### config.mk
export PLATFORM = sky130hd
export DESIGN_NAME = ecc_master_bridge
export DESIGN_NICKNAME = d
export VERILOG_FILES = /design/src/rtl/ecc_bridge_pkg.sv /design/src/rtl/ecc_secded_enc.sv /design/src/rtl/ecc_secded_dec.sv /design/src/rtl/ecc_pipe_reg.sv /design/src/rtl/ecc_addr_fifo.sv /design/src/rtl/ecc_master_bridge.sv
export SDC_FILE = /design/constraint.sdc
export NUM_CORES = 1
export LEC_CHECK = 0
export ABC_CLOCK_PERIOD_IN_PS = 5600
export CAP_MARGIN = 15
export CORE_MARGIN = 3
export CORE_UTILIZATION = 54
export CTS_CLUSTER_SIZE = 8
export DETAILED_ROUTE_END_ITERATION = 6
export PLACE_DENSITY = 0.95
export SYNTH_ARGS = -nofsm -noshare
export SYNTH_HDL_FRONTEND = slang
export SYNTH_HIERARCHICAL = 1
export SYNTH_SLANG_ARGS = --single-unit
### constraint.sdc
create_clock -name clk -period 5.6 [get_ports clk]
set_input_delay 1.12 -clock clk [delete_from_list [all_inputs] [get_ports clk]]
set_output_delay 1.12 -clock clk [all_outputs]
set_load 0.005 [all_outputs]
### src/rtl/ecc_bridge_pkg.sv
package ecc_bridge_pkg;

   // Smallest parity count p with 2**p >= data + p + 1 (Hamming bound).
   function automatic int unsigned calc_par_bits(input int unsigned dw);
      int unsigned p;
      p = 0;
      for (int unsigned q = 2; q < 31; q++) begin
         if (p == 0 && (32'd1 << q) >= dw + q + 1) p = q;
      end
      return p;
   endfunction

   // Codeword position (1-based) that data bit j occupies: the (j+1)-th
   // position that is not a power of two.
   function automatic int unsigned data_pos(input int unsigned j);
      int unsigned pos;
      int unsigned cnt;
      bit          found;
      pos   = 0;
      cnt   = 0;
      found = 1'b0;
      for (int unsigned p = 1; p <= j + 40; p++) begin
         if (!found && ((p & (p - 1)) != 0)) begin
            if (cnt == j) begin
               pos   = p;
               found = 1'b1;
            end
            cnt++;
         end
      end
      return pos;
   endfunction

endpackage

### src/rtl/ecc_secded_enc.sv
module ecc_secded_enc #(
   parameter int unsigned DATA_W = 64,
   localparam int unsigned PAR_W = ecc_bridge_pkg::calc_par_bits(DATA_W),
   localparam int unsigned CHK_W = PAR_W + 1
) (
   input  logic [DATA_W-1:0] data,
   output logic [CHK_W-1:0]  chk
);

   function automatic logic [DATA_W-1:0] cover_mask(input int unsigned sel);
      logic [DATA_W-1:0] m;
      m = '0;
      for (int unsigned j = 0; j < DATA_W; j++) begin
         if (((ecc_bridge_pkg::data_pos(j) >> sel) & 32'd1) != 0) m[j] = 1'b1;
      end
      return m;
   endfunction

   for (genvar i = 0; i < PAR_W; i++) begin : g_par
      localparam logic [DATA_W-1:0] MASK = cover_mask(i);
      assign chk[i] = ^(data & MASK);
   end

   // Overall parity over data and the Hamming bits gives double-error detection.
   assign chk[PAR_W] = (^data) ^ (^chk[PAR_W-1:0]);

endmodule

### src/rtl/ecc_secded_dec.sv
module ecc_secded_dec #(
   parameter int unsigned DATA_W = 64,
   localparam int unsigned PAR_W  = ecc_bridge_pkg::calc_par_bits(DATA_W),
   localparam int unsigned CHK_W  = PAR_W + 1,
   localparam int unsigned MAXPOS = DATA_W + PAR_W
) (
   input  logic [DATA_W-1:0] data_in,
   input  logic [CHK_W-1:0]  chk_in,
   output logic [DATA_W-1:0] data_out,
   output logic              cor,
   output logic              unc
);

   logic [CHK_W-1:0] recalc;
   logic [PAR_W-1:0] syn;
   logic             odd;
   logic             in_range;

   ecc_secded_enc #(.DATA_W(DATA_W)) u_recalc (
      .data (data_in),
      .chk  (recalc)
   );

   assign syn      = recalc[PAR_W-1:0] ^ chk_in[PAR_W-1:0];
   assign odd      = (^data_in) ^ (^chk_in);
   assign in_range = 32'(syn) <= MAXPOS;
   // Odd overall parity: one flip (possibly in a check bit). Even parity with a
   // nonzero syndrome, or an impossible position: two or more flips.
   assign cor      = odd && in_range;
   assign unc      = (!odd && syn != '0) || (odd && !in_range);

   for (genvar j = 0; j < DATA_W; j++) begin : g_fix
      localparam int unsigned POS = ecc_bridge_pkg::data_pos(j);
      assign data_out[j] = data_in[j] ^ (cor && (syn == PAR_W'(POS)));
   end

   always_comb begin
      assert_decode_excl_R7: assert (!(cor && unc) || $isunknown({cor, unc}));
   end

endmodule

### src/rtl/ecc_pipe_reg.sv
module ecc_pipe_reg #(
   parameter int unsigned WIDTH = 8
) (
   input  logic             clk,
   input  logic             rst_n,
   input  logic             in_valid,
   output logic             in_ready,
   input  logic [WIDTH-1:0] in_data,
   output logic             out_valid,
   input  logic             out_ready,
   output logic [WIDTH-1:0] out_data
);

   logic             vld_q;
   logic [WIDTH-1:0] dat_q;

   assign in_ready  = !vld_q || out_ready;
   assign out_valid = vld_q;
   assign out_data  = dat_q;

   always_ff @(posedge clk) begin
      if (!rst_n) begin
         vld_q <= 1'b0;
         dat_q <= '0;
      end else if (in_ready) begin
         vld_q <= in_valid;
         if (in_valid) dat_q <= in_data;
      end
   end

   // Output holds under backpressure (R2 on the write side).
   assert_out_hold_R9: assert property (@(posedge clk) disable iff (!rst_n)
      (out_valid && !out_ready) |=> (out_valid && $stable(out_data)));

endmodule

### src/rtl/ecc_addr_fifo.sv
module ecc_addr_fifo #(
   parameter int unsigned WIDTH = 32,
   parameter int unsigned DEPTH = 4,
   localparam int unsigned PTR_W = (DEPTH > 1) ? $clog2(DEPTH) : 1,
   localparam int unsigned CNT_W = $clog2(DEPTH + 1)
) (
   input  logic             clk,
   input  logic             rst_n,
   input  logic             push,
   input  logic [WIDTH-1:0] push_data,
   input  logic             pop,
   output logic [WIDTH-1:0] head,
   output logic             full,
   output logic             empty
);

   logic [WIDTH-1:0] mem [DEPTH];
   logic [PTR_W-1:0] wr_q, rd_q;
   logic [CNT_W-1:0] cnt_q;

   function automatic logic [PTR_W-1:0] bump(input logic [PTR_W-1:0] p);
      return (32'(p) == DEPTH - 1) ? '0 : p + 1'b1;
   endfunction

   assign full  = 32'(cnt_q) == DEPTH;
   assign empty = cnt_q == '0;
   assign head  = mem[rd_q];

   always_ff @(posedge clk) begin
      if (!rst_n) begin
         wr_q  <= '0;
         rd_q  <= '0;
         cnt_q <= '0;
      end else begin
         if (push) wr_q <= bump(wr_q);
         if (pop)  rd_q <= bump(rd_q);
         cnt_q <= cnt_q + CNT_W'(push) - CNT_W'(pop);
      end
   end

   always_ff @(posedge clk) begin
      if (push) mem[wr_q] <= push_data;
   end

   assert_no_push_full_R10: assert property (@(posedge clk) disable iff (!rst_n)
      push |-> !full);
   assert_no_pop_empty_R7: assert property (@(posedge clk) disable iff (!rst_n)
      pop |-> !empty);

endmodule

### src/rtl/ecc_master_bridge.sv
module ecc_master_bridge #(
   parameter int unsigned DATA_W         = 64,
   parameter int unsigned ADDR_W         = 32,
   parameter int unsigned RD_OUTSTANDING = 4,
   parameter int unsigned KEY_W          = 4,
   parameter logic [KEY_W-1:0] UNLOCK    = 4'hA,
   localparam int unsigned CHK_W = ecc_bridge_pkg::calc_par_bits(DATA_W) + 1,
   localparam int unsigned WR_W  = ADDR_W + DATA_W + CHK_W
) (
   input  logic              clk,
   input  logic              rst_n,
   input  logic              cfg_key_we,
   input  logic [KEY_W-1:0]  cfg_key,
   input  logic              m_ar_valid,
   output logic              m_ar_ready,
   input  logic [ADDR_W-1:0] m_ar_addr,
   input  logic              m_w_valid,
   output logic              m_w_ready,
   input  logic [ADDR_W-1:0] m_w_addr,
   input  logic [DATA_W-1:0] m_w_data,
   output logic              m_r_valid,
   input  logic              m_r_ready,
   output logic [DATA_W-1:0] m_r_data,
   output logic              s_ar_valid,
   input  logic              s_ar_ready,
   output logic [ADDR_W-1:0] s_ar_addr,
   output logic              s_w_valid,
   input  logic              s_w_ready,
   output logic [ADDR_W-1:0] s_w_addr,
   output logic [DATA_W-1:0] s_w_data,
   output logic [CHK_W-1:0]  s_w_chk,
   input  logic              s_r_valid,
   output logic              s_r_ready,
   input  logic [DATA_W-1:0] s_r_data,
   input  logic [CHK_W-1:0]  s_r_chk,
   output logic              err_cor,
   output logic              err_unc,
   output logic [ADDR_W-1:0] err_addr
);

   if (DATA_W < 4)          begin : g_bad_dw  $error("DATA_W must be at least 4");  end
   if (ADDR_W < 1)          begin : g_bad_aw  $error("ADDR_W must be at least 1");  end
   if (RD_OUTSTANDING < 1)  begin : g_bad_dep $error("RD_OUTSTANDING must be >= 1"); end

   // ---------------- unlock field ----------------
   logic [KEY_W-1:0] key_q;
   logic             report_on;

   always_ff @(posedge clk) begin
      if (!rst_n)          key_q <= '0;
      else if (cfg_key_we) key_q <= cfg_key;
   end
   assign report_on = key_q == UNLOCK;

   // ---------------- write path ----------------
   logic [CHK_W-1:0] w_chk;
   logic [WR_W-1:0]  w_out;

   ecc_secded_enc #(.DATA_W(DATA_W)) u_wenc (
      .data (m_w_data),
      .chk  (w_chk)
   );

   ecc_pipe_reg #(.WIDTH(WR_W)) u_wpipe (
      .clk       (clk),
      .rst_n     (rst_n),
      .in_valid  (m_w_valid),
      .in_ready  (m_w_ready),
      .in_data   ({m_w_addr, m_w_data, w_chk}),
      .out_valid (s_w_valid),
      .out_ready (s_w_ready),
      .out_data  (w_out)
   );
   assign {s_w_addr, s_w_data, s_w_chk} = w_out;

   // ---------------- read request and address tracking ----------------
   logic              q_full, q_empty, rd_fire;
   logic [ADDR_W-1:0] q_head;

   assign s_ar_valid = m_ar_valid && !q_full;
   assign s_ar_addr  = m_ar_addr;
   assign m_ar_ready = s_ar_ready && !q_full;

   ecc_addr_fifo #(.WIDTH(ADDR_W), .DEPTH(RD_OUTSTANDING)) u_aq (
      .clk       (clk),
      .rst_n     (rst_n),
      .push      (m_ar_valid && m_ar_ready),
      .push_data (m_ar_addr),
      .pop       (rd_fire),
      .head      (q_head),
      .full      (q_full),
      .empty     (q_empty)
   );

   // ---------------- read response path ----------------
   logic [DATA_W-1:0] r_fixed;
   logic              d_cor, d_unc;

   ecc_secded_dec #(.DATA_W(DATA_W)) u_rdec (
      .data_in  (s_r_data),
      .chk_in   (s_r_chk),
      .data_out (r_fixed),
      .cor      (d_cor),
      .unc      (d_unc)
   );

   ecc_pipe_reg #(.WIDTH(DATA_W)) u_rpipe (
      .clk       (clk),
      .rst_n     (rst_n),
      .in_valid  (s_r_valid),
      .in_ready  (s_r_ready),
      .in_data   (r_fixed),
      .out_valid (m_r_valid),
      .out_ready (m_r_ready),
      .out_data  (m_r_data)
   );

   assign rd_fire = s_r_valid && s_r_ready;

   always_ff @(posedge clk) begin
      if (!rst_n) begin
         err_cor  <= 1'b0;
         err_unc  <= 1'b0;
         err_addr <= '0;
      end else begin
         err_cor <= rd_fire && d_cor && report_on;
         err_unc <= rd_fire && d_unc && report_on;
         if (rd_fire) err_addr <= q_head;
      end
   end

   assert_err_excl_R7: assert property (@(posedge clk) disable iff (!rst_n)
      !(err_cor && err_unc));
   assert_err_with_data_R7: assert property (@(posedge clk) disable iff (!rst_n)
      (err_cor || err_unc) |-> m_r_valid);
   assert_err_locked_R8: assert property (@(posedge clk) disable iff (!rst_n)
      (err_cor || err_unc) |-> ($past(key_q) == UNLOCK));
   assert_rsp_has_req_R7: assert property (@(posedge clk) disable iff (!rst_n)
      s_r_valid |-> !q_empty);
   assert_ar_block_R10: assert property (@(posedge clk) disable iff (!rst_n)
      q_full |-> (!m_ar_ready && !s_ar_valid));

endmodule

# Word level (Yosys, flattened, before mapping)
# Memories as Yosys holds them, arrays and structs flattened. A register that Yosys moved wholly into a read port is not among the register bits.
# Index checks and enable logic that the tools add are counted.
totals:
  in_bits: 213
  reg_bits: 183
  mem_bits_ro: 0
  latch_bits: 0
  word_cells: 260
  ram_bits: 128
  n_memories: 1
op_classes:
  bitwise: 67
  shifts: 0
  n_lt_le_gt_ge: 1
  n_reduce_logical: 105
  n_mux: 4
  n_addsub: 4
  n_eq_ne: 68
  div: 0
  mul: 0
mem_list:
  columns: ["name", "depth", "width", "read_ports", "rd_ports_with_merged_regs", "wr", "line", "text"]
  rows:
  - ["u_aq.mem", 4, 32, 1, 1, 1, "ecc_addr_fifo.sv:17", "logic [WIDTH-1:0] mem [DEPTH];"]
op_table:
  columns: ["op", "n"]
  rows:
  - ["$reduce_xor 64->1", 16]
  - ["$eq 7x6->1 const B", 31]
  - ["$eq 7x5->1 const B", 15]
  - ["$logic_and 1x1->1", 75]
  - ["$xor 1x1->1", 66]
  - ["$eq 7x4->1 const B", 7]
  - ["$eq 7x7->1 const B", 7]
  - ["$eq 7x3->1 const B", 3]
  - ["$reduce_xor 8->1", 1]
  - ["$eq 7x2->1 const B", 1]
  - ["$le 7x7->1 const B", 1]
  - ["$reduce_bool 7->1", 1]
  - ["$reduce_xor 7->1", 1]
  - ["$xor 7x7->7", 1]
  - ["$logic_not 1->1", 6]
  - ["$add 2x1->2 const B", 2]
  - ["$eq 2x2->1 const B", 2]
  - ["$eq 4x4->1 const B", 1]
  - ["$mux 2", 2]
  - ["$reduce_and 2->1", 2]
  - ["$add 3x1->3", 1]
  - ["$eq 3x3->1 const B", 1]
  - ["$logic_or 1x1->1", 3]
  - ["$sub 3x1->3", 1]
  - ["$mux 1", 2]

# Depth between registers and ports, before layout
# Gate-level depths: netlist of the first run.
logic_depth:
  depth_word: 8
  mapped_depth: 13

# Cells and area by module
# Netlist of the first run, hierarchy kept.
modules_own_cells:
  columns: ["module", "n_inst", "area_each_um2", "cells_each"]
  rows:
  - ["ecc_addr_fifo", 1, 5116.2, 211]
  - ["ecc_pipe_reg at u_wpipe", 1, 4152.7, 456]
  - ["ecc_pipe_reg at u_rpipe", 1, 2655.0, 282]
  - ["ecc_secded_enc", 2, 1307.5, 114]
  - ["ecc_secded_dec", 1, 1839.3, 255]
  - ["ecc_master_bridge", 1, 1824.2, 205]

# Worst setup path before layout of the first run
# Ideal clock, no wire load.
synth_path:
  kind: "input to register"
  from: "input port s_r_data[7]"
  to: "register u_rpipe.dat_q[60] (netlist: u_rpipe/out_data[60])"
  path_buffers: 0
  path_slack_ps: 1693
  arrival_ps: 3836
  cell_stages: 11
  required_ps: 5528
  path_cell_list: "xnor3_1 xor2_1 xnor3_2 xnor3_2 xor2_1 or3_1 nor2_1 nand3_1 xnor2_1 nand2_1 mux2i_1"
synth_between:
  elab_chain_cells: 6
  elab_cells_between_ends: 10
  cone_classes: "1 x order compare; 1 x eq/ne; 3 x bitwise; 5 x reduce/logical"
synth_lines:
  columns: ["item", "line", "text"]
  rows:
  - ["from (decl)", "ecc_master_bridge.sv:34", "input logic [DATA_W-1:0] s_r_data,"]
  - ["$reduce_xor 64->1 (*)", "ecc_secded_enc.sv:21", "assign chk[i] = ^(data & MASK);"]
  - ["net u_rdec.recalc[3]", "ecc_secded_dec.sv:14", "logic [CHK_W-1:0] recalc;"]
  - ["$xor 7x7->7 (*)", "ecc_secded_dec.sv:24", "assign syn = recalc[PAR_W-1:0] ^ chk_in[PAR_W-1:0];"]
  - ["$le 7x7->1", "ecc_secded_dec.sv:26", "assign in_range = 32'(syn) <= MAXPOS;"]
  - ["$logic_and 1x1->1", "ecc_secded_dec.sv:29", "assign cor = odd && in_range;"]
  - ["$logic_and 1x1->1 (*)", "ecc_secded_dec.sv:34", "assign data_out[j] = data_in[j] ^ (cor && (syn == PAR_W'(POS)));"]
  - ["$xor 1x1->1 (*)", "ecc_secded_dec.sv:34", null]
  - ["net r_fixed[60]", "ecc_master_bridge.sv:96", "logic [DATA_W-1:0] r_fixed;"]
  - ["to (signal assigned)", "ecc_pipe_reg.sv:27", "if (in_valid) dat_q <= in_data;"]
  - ["to (decl)", "ecc_pipe_reg.sv:15", "logic [WIDTH-1:0] dat_q;"]
# Mark *: on every way through the listed nets, which the timed path passes. The rest lies on a longest branch.
# A chain may end at the register's enable or synchronous reset.

# Worst setup path after layout of the first run
layout_path:
  from: "input port s_r_data[51]"
  to: "register u_rpipe.dat_q[58] (netlist: u_rpipe/out_data[58])"
# The elaborated chain is that of the path after synthesis.

==> results by group, run 1 <==
GRT
  – Pin count of the biggest net entering global routing: between 150 and 200
  – Vias in the first global route: 14,427
  – GRT overflow: 0
  – Initial antenna violation count: 4
  – GR Util All Layers: between 30% and 40%
  – First-pass GRT wire length: approximately 85 mm

Synth
  – Ys Warns: 6
  – Synth Cell Area: approximately 18,000 µm²
  – Mean post-synth cell area: 11.1 µm²
  – Mapped Cells: between 1,500 and 2,000
  – Net Count, Synth: around 1,900

Min path
  – Tightest Hold Check Type: register to register

Finish
  – Final instance area: between 20,000 and 25,000 µm²
  – # fillers: between 2,000 and 2,500
  – Layout Nets: 2,244
  – Area grow syn2layout: 31.8%
  – Layout cells sized above 1: under 10%

STA
  – Final Hold Violating Endpoints: 0
  – Max Clk Rate: approximately 220 MHz
  – Worst Max-Slew Pin Slew: around 1.2 ns
  – Setup Viol. Count Final: 0
  – Worst setup margin: between 1 and 1.5 ns
  – Fin crit period: approximately 4.4 ns
  – Final period utilization: around four fifths
  – Max-Slew Margin vs Limit: about 22%
  – Hold Slack: between 0.4 and 0.5 ns
  – Total negative setup slack: 0 ns
  – Skew final: roughly 0.03 ns
  – Unrepaired setup endpoints after global routing: false
  – Max-slew violations: 0

Drt
  – Met2 wire length: 29.3 mm
  – Max Used Layer: met5
  – Routed Antenna Nets: 0
  – Vias/cell: between 5 and 6
  – Wl on met1: between 20 and 25 mm
  – Drt drc: 0
  – Drt first pass iters: 6
  – Post-DR wirelength/cell: 23.1 µm
  – DRT iter0 DRCs: between 1,000 and 1,500
  – Vias: about 14,000
  – Total wire length: 57.5 mm
  – Met3 WL: ~4.8 mm

Power
  – P per Cell Area: around 400 nW/µm²
  – Power share of the combinational group: just over 40%
  – P_int: a little over 6 mW
  – Clk pwr share: between 20% and 30%
  – Psw: roughly 3.4 mW
  – Seq pwr share: between 30% and 40%
  – LEAKAGE: 8.97 nW
  – VDD IR max: around 0.64 mV
  – Sw Share: a little over a third

Setup path
  – CP arrival: roughly 4.9 ns
  – Worst setup path start: s_r_data[51]
  – Reg2Reg Capture Point: u_aq/cnt_q[1]
  – Crit-path max cell delay: between 0.5 and 0.6 ns
  – RR Startpoint: u_rpipe/out_valid
  – Crit path cell chain: clkdlybuf4s50_1 > xnor2_1 > xnor3_1 > xnor3_1 > xor2_1 > xnor2_1 > xor2_1 > or3_1 > nor2_1 > nand3_1 > xnor2_1 > nand2_1 > mux2i_1
  – Slowest-stage cell, CP: clkdlybuf4s50_1
  – Required time of the worst setup path: 6.09 ns
  – R2R depth: 7
  – CP endpoint kind: register
  – R2r setup slk: just under 3 ns
  – Largest fanout on the critical path: 7
  – Crit path capture: u_rpipe/out_data[58]
  – Critical Path Start Type: primary input
  – Critical Path Most Common Cell: xnor2_1
  – Critical path class: primary input to register

Floorplan
  – Die area: 35,700 µm²
  – Rows: 66
  – Core area: around 33,000 µm²
  – Boundary Pins: 453
  – Die width: 189 µm
  – Initial Util: roughly 55%
  – DIE HEIGHT: between 150 and 200 µm

Status
  – Status: completed

Placed design
  – Dpl hpwl: a little under 40 mm
  – Placed cell area: ~22,000 µm²
  – Setup slack at placement: 0.636 ns
  – Gp weighted congestion: 0.963
  – IO Port Bufs: around 450

Clock network
  – Post-cts hold buffer count: 0
  – Skew-Pair Late Insertion Delay: 0.57 ns
  – Total CTS buffers: 49
  – TritonCTS clock tree: built
  – Post_cts resized: 0
  – Clock transition at the registers of the reported paths: 0.05 ns
  – Root Driver: clkbuf_16
  – Clock sinks: between 300 and 400
  – CTS Buffer Depth: 3
  – Setup Buffers After CTS: 0
  – CTS H-tree depth: 2

Job
  – # Max-Cap Violations: 0
[state kept, by name (all words and copies together) (netlist names), named ones only]
signal,flops
u_wpipe/out_valid,1
key_q,4
u_rpipe/out_data,64
err_addr,32
u_aq/cnt_q,3
u_rpipe/out_valid,1
u_aq/rd_q,2
err_cor,1
u_wpipe/out_data,104
u_aq/wr_q,2
err_unc,1
u_aq/mem,128
[cells in the final DEF, fill, tap and decap left out, types with 4 or more instances in the layout]
| cell type | instances |
|---|---|
| xor2_1 | 53 |
| buf_4 | 14 |
| mux2i_1 | 174 |
| nand4_1 | 33 |
| o21ai_1 | 4 |
| xnor2_1 | 268 |
| edfxtp_1 | 128 |
| xnor3_1 | 32 |
| and2_1 | 7 |
| o21ai_2 | 25 |
| xnor2_2 | 6 |
| inv_1 | 11 |
| nand2_1 | 377 |
| ha_1 | 7 |
| clkbuf_16 | 49 |
| nor2b_1 | 6 |
| xor2_2 | 6 |
| clkbuf_1 | 22 |
| dfxtp_1 | 215 |
| nand3_1 | 64 |
| clkdlybuf4s50_1 | 451 |
| mux4_2 | 30 |
| nor2_1 | 22 |
| xnor3_2 | 4 |
[final cells by class]
class / count / area [µm²] / share of cell area [%]
tap: 442 / 553 / 2.32
timing repair buffer: 469 / 4690 / 19.7
clock buffer: 73 / 1340 / 5.60
multi-input combinational: 1147 / 8950 / 37.5
sequential: 345 / 8190 / 34.3
inverter: 11 / 41.3 / 0.173
clock inverter: 4 / 85.1 / 0.357
antenna: 2 / 5.00 / 0.0210
[power by group through the flow]
stage	logic, mW	registers, mW	clock network, mW
2_1_floorplan	2.80	2.92	0
3_3_place_gp	3.71	2.93	0
3_5_place_dp	3.78	2.94	0
4_1_cts	3.82	2.89	2.80
5_1_grt	4.10	2.91	2.90
6_report	3.89	2.90	2.76
[worst min path at each step]
stage	start	end	cells past startpoint
detailed placement	u_wpipe/out_data[5]	u_wpipe/out_data[5]	2
global route	u_rpipe/out_data[2]	u_rpipe/out_data[2]	2
finish	u_rpipe/out_data[40]	u_rpipe/out_data[40]	2
global placement	err_addr[4]	err_addr[4]	2
floorplan	key_q[2]	err_unc	1
CTS	u_rpipe/out_data[40]	u_rpipe/out_data[40]	2
[critical path: cells and delay by family]
family                 cells  cell delay, ns
XOR/XNOR                   7            2.02
AND/OR/NAND/NOR            4            1.05
buffers and inverters      1            0.58
multiplexers               1            0.16
[metal layers]
metal | GRT usage, % | vias to the layer above
met1 | 36.3 | 6784
li1 | - | 6229
met2 | 54.5 | 794
met4 | 11.8 | 4
met3 | 7.50 | 141
met5 | 0 | -
[metrics by stage]
step | util, % | power [mW] | std cells
floorplan | - | 5.72 | 1630
global placement | 68.4 | 6.64 | 2414
detailed placement | 68.4 | 6.72 | 2414
CTS | 72.7 | 9.52 | 2491
global route | 72.8 | 9.90 | 2493
finish | 72.8 | 9.55 | 2493
Note: power is estimated with default switching activity, not from simulation.
==> inputs of run 2 (changes only) <==
- ABC_CLOCK_PERIOD_IN_PS: 5600 -> 4550
- CORE_UTILIZATION: 54 -> 50
- PLACE_DENSITY: 0.95 -> 0.9
- clock period: 5.6 -> 4.55 ns (I/O delays scaled with it)
==> run 2 against run 1 <==
Combinational power up 32%. Highest routed layer is now met4. Critical endpoint is now u_rpipe/out_data[28]. Non-clock buffer count grew 56. Setup slack worse by 0.59 ns.
==> results by group, run 2 (synthesis gave the netlist of run 1 again) <==
Floorplan
  – Boundary Pins: 453 (unchanged)
  – Die width: 196 µm (was 189 µm)
  – Core area: 35,700 µm² (was 32,800 µm²)
  – Rows: 69 (was 66)
  – DIE HEIGHT: 196 µm (was 189 µm)
  – Initial Util: 50.8% (was 55.2%)
  – Die area: 38,500 µm² (was 35,700 µm²)

GRT
  – Pin count of the biggest net entering global routing: 171 (was 179)
  – First-pass GRT wire length: 82.7 mm (was 85.2 mm)
  – Vias in the first global route: 14,305 (was 14,427)
  – GRT overflow: 0 (unchanged)
  – GR Util All Layers: 27.9% (was 30.8%)
  – Initial antenna violation count: 1 (was 4)

Clock network
  – Clock transition at the registers of the reported paths: 0.05 ns (about the same)
  – Post_cts resized: 0 (unchanged)
  – Clock sinks: 345 (unchanged)
  – Root Driver: clkbuf_16 (unchanged)
  – CTS H-tree depth: 2 (unchanged)
  – Total CTS buffers: 49 (unchanged)
  – TritonCTS clock tree: built (unchanged)
  – Post-cts hold buffer count: 0 (unchanged)
  – CTS Buffer Depth: 3 (unchanged)
  – Skew-Pair Late Insertion Delay: 0.58 ns (was 0.57 ns)
  – Setup Buffers After CTS: 0 (unchanged)

Min path
  – Hold Path Sink: err_addr[26] (was u_rpipe/out_data[40])
  – WHS Path Cells: 2 (unchanged)
  – HP Start: err_addr[26] (was u_rpipe/out_data[40])
  – Tightest Hold Check Type: register to register (unchanged)

STA
  – Fin crit period: approximately 4 ns
  – Final period utilization: 87.6%
  – Unrepaired setup endpoints after global routing: false (unchanged)
  – Worst setup margin: 0.566 ns (was 1.15 ns)
  – Skew final: 0.0317 ns (was 0.0295 ns)
  – Max Clk Rate: 251 MHz
  – Final Hold Violating Endpoints: 0 (unchanged)
  – Worst Max-Slew Pin Slew: 1.05 ns (was 1.16 ns)
  – Total negative setup slack: 0 ns (unchanged)
  – Max-Slew Margin vs Limit: 30.1% (was 22.5%)
  – Max-slew violations: 0 (unchanged)
  – Setup Viol. Count Final: 0 (unchanged)

Setup path
  – Required time of the worst setup path: 5.06 ns (was 6.09 ns)
  – Critical path class: primary input to register (unchanged)
  – R2R depth: 7 (unchanged)
  – Reg2Reg Capture Point: u_aq/cnt_q[1] (unchanged)
  – CP arrival: 4.49 ns (was 4.94 ns)
  – CP endpoint kind: register (unchanged)
  – RR Startpoint: u_rpipe/out_valid (unchanged)
  – R2r setup slk: 2.12 ns (was 2.89 ns)
  – Critical Path Start Type: primary input (unchanged)
  – Largest fanout on the critical path: 5 (was 7)

Drt
  – Post-DR wirelength/cell: 21.6 µm (was 23.1 µm)
  – Vias: 13,764 (was 13,952)
  – Vias/cell: 5.36 (was 5.60)
  – Total wire length: 55.5 mm (was 57.5 mm)
  – Drt first pass iters: 5 (was 6)
  – Drt drc: 0 (unchanged)
  – Routed Antenna Nets: 0 (unchanged)
  – DRT iter0 DRCs: 996 (was 1,190)

Finish
  – Max reg flops: 128 (unchanged)
  – Commonest non-fill, non-tap cells in the layout: 451 x clkdlybuf4s50_1, 377 x nand2_1, 268 x xnor2_1, 216 x dfxtp_1, 174 x mux2i_1 (was 451 x clkdlybuf4s50_1, 377 x nand2_1, 268 x xnor2_1, 215 x dfxtp_1, 174 x mux2i_1)
  – Multi-input logic area: 8950 µm² (unchanged)
  – Register area: 8190 µm² (about the same)
  – Top reg by flops: u_aq/mem (unchanged)
  – Area grow syn2layout: 34.3% (was 31.8%)
  – Layout Nets: 2,300 (was 2,244)
  – Layout Cells excl Fill: 2,566 (was 2,493)
  – Layout cells sized above 1: 9.84% (was 7.47%)
  – # fillers: 2,518 (was 2,122)
  – Most common cell after layout, fill and taps aside: clkdlybuf4s50_1 (unchanged)

Power
  – P per Cell Area: 496 nW/µm² (was 400 nW/µm²)
  – LEAKAGE: 9.25 nW (was 8.97 nW)
  – VDD IR max: 1.18 mV (was 0.636 mV)

Placed design
  – IO Port Bufs: 452 (unchanged)
  – Dpl hpwl: 40.0 mm (was 39.6 mm)
  – Setup slack at placement: 0.0610 ns (was 0.636 ns)
  – Cells after DPL: 2,489 (was 2,414)
  – Gp weighted congestion: 0.988 (was 0.963)

Status
  – Status: completed (unchanged)

Job
  – # Max-Cap Violations: 0 (unchanged)
run 2: area by class of cell:
cell class / count / area share, %
Antenna cell: 1 / 0.0103
Clock buffer: 73 / 5.50
Clock inverter: 3 / 0.330
Inverter: 11 / 0.170
Multi-Input combinational cell: 1147 / 36.8
Sequential cell: 345 / 33.7
Tap cell: 461 / 2.37
Timing Repair Buffer: 525 / 21.1
run 2: critical path: stages:
cell and delay, ns:
clkdlybuf4s50_1 0.65, xnor3_1 0.46, xnor3_1 0.25, xnor3_1 0.24
xnor3_1 0.44, xor2_1 0.20, nand2_1 0.14, nor2_1 0.49
nand3_1 0.21, xnor2_1 0.20, nand2_1 0.08, mux2i_1 0.20
run 2: how the worst max path moves through the flow:
stage | startpoint | to | slack (ns) | cells after the start
after CTS | s_r_data[59] | u_rpipe/out_data[13] | 0.65 | 12
after global placement | s_r_data[13] | u_rpipe/out_data[44] | 0.11 | 13
final | s_r_data[59] | u_rpipe/out_data[28] | 0.57 | 12
after detailed placement | s_r_data[59] | u_rpipe/out_data[13] | 0.06 | 12
after floorplan | s_r_data[49] | u_rpipe/out_data[42] | 0.95 | 13
after global routing | s_r_data[48] | u_rpipe/out_data[57] | 0.44 | 13
run 2: per-layer routing:
metal / global-route usage [%] / up-vias / wire length (µm)
met4: 13.1 / 0 / 2590
li1: - / 6356 / -
met1: 34.0 / 6618 / 21200
met3: 6.59 / 145 / 4490
met5: 0 / - / 0
met2: 46.9 / 645 / 27200
run 2: per-stage QoR:
stage	util, %	hold WS [ns]	cell area, µm²	total power [mW]
after detailed placement	64.2	0.445	22900	8.62
final	68.2	0.449	24300	12.0
after global placement	64.2	0.439	22900	8.54
after global routing	68.2	0.471	24300	12.6
after floorplan	-	0.421	18100	7.04
after CTS	68.1	0.452	24300	12.0
run 2: power breakdown:
group	switching [mW]	internal [mW]
logic	2.83	2.29
registers	0.120	3.43
clock network	1.35	2.02
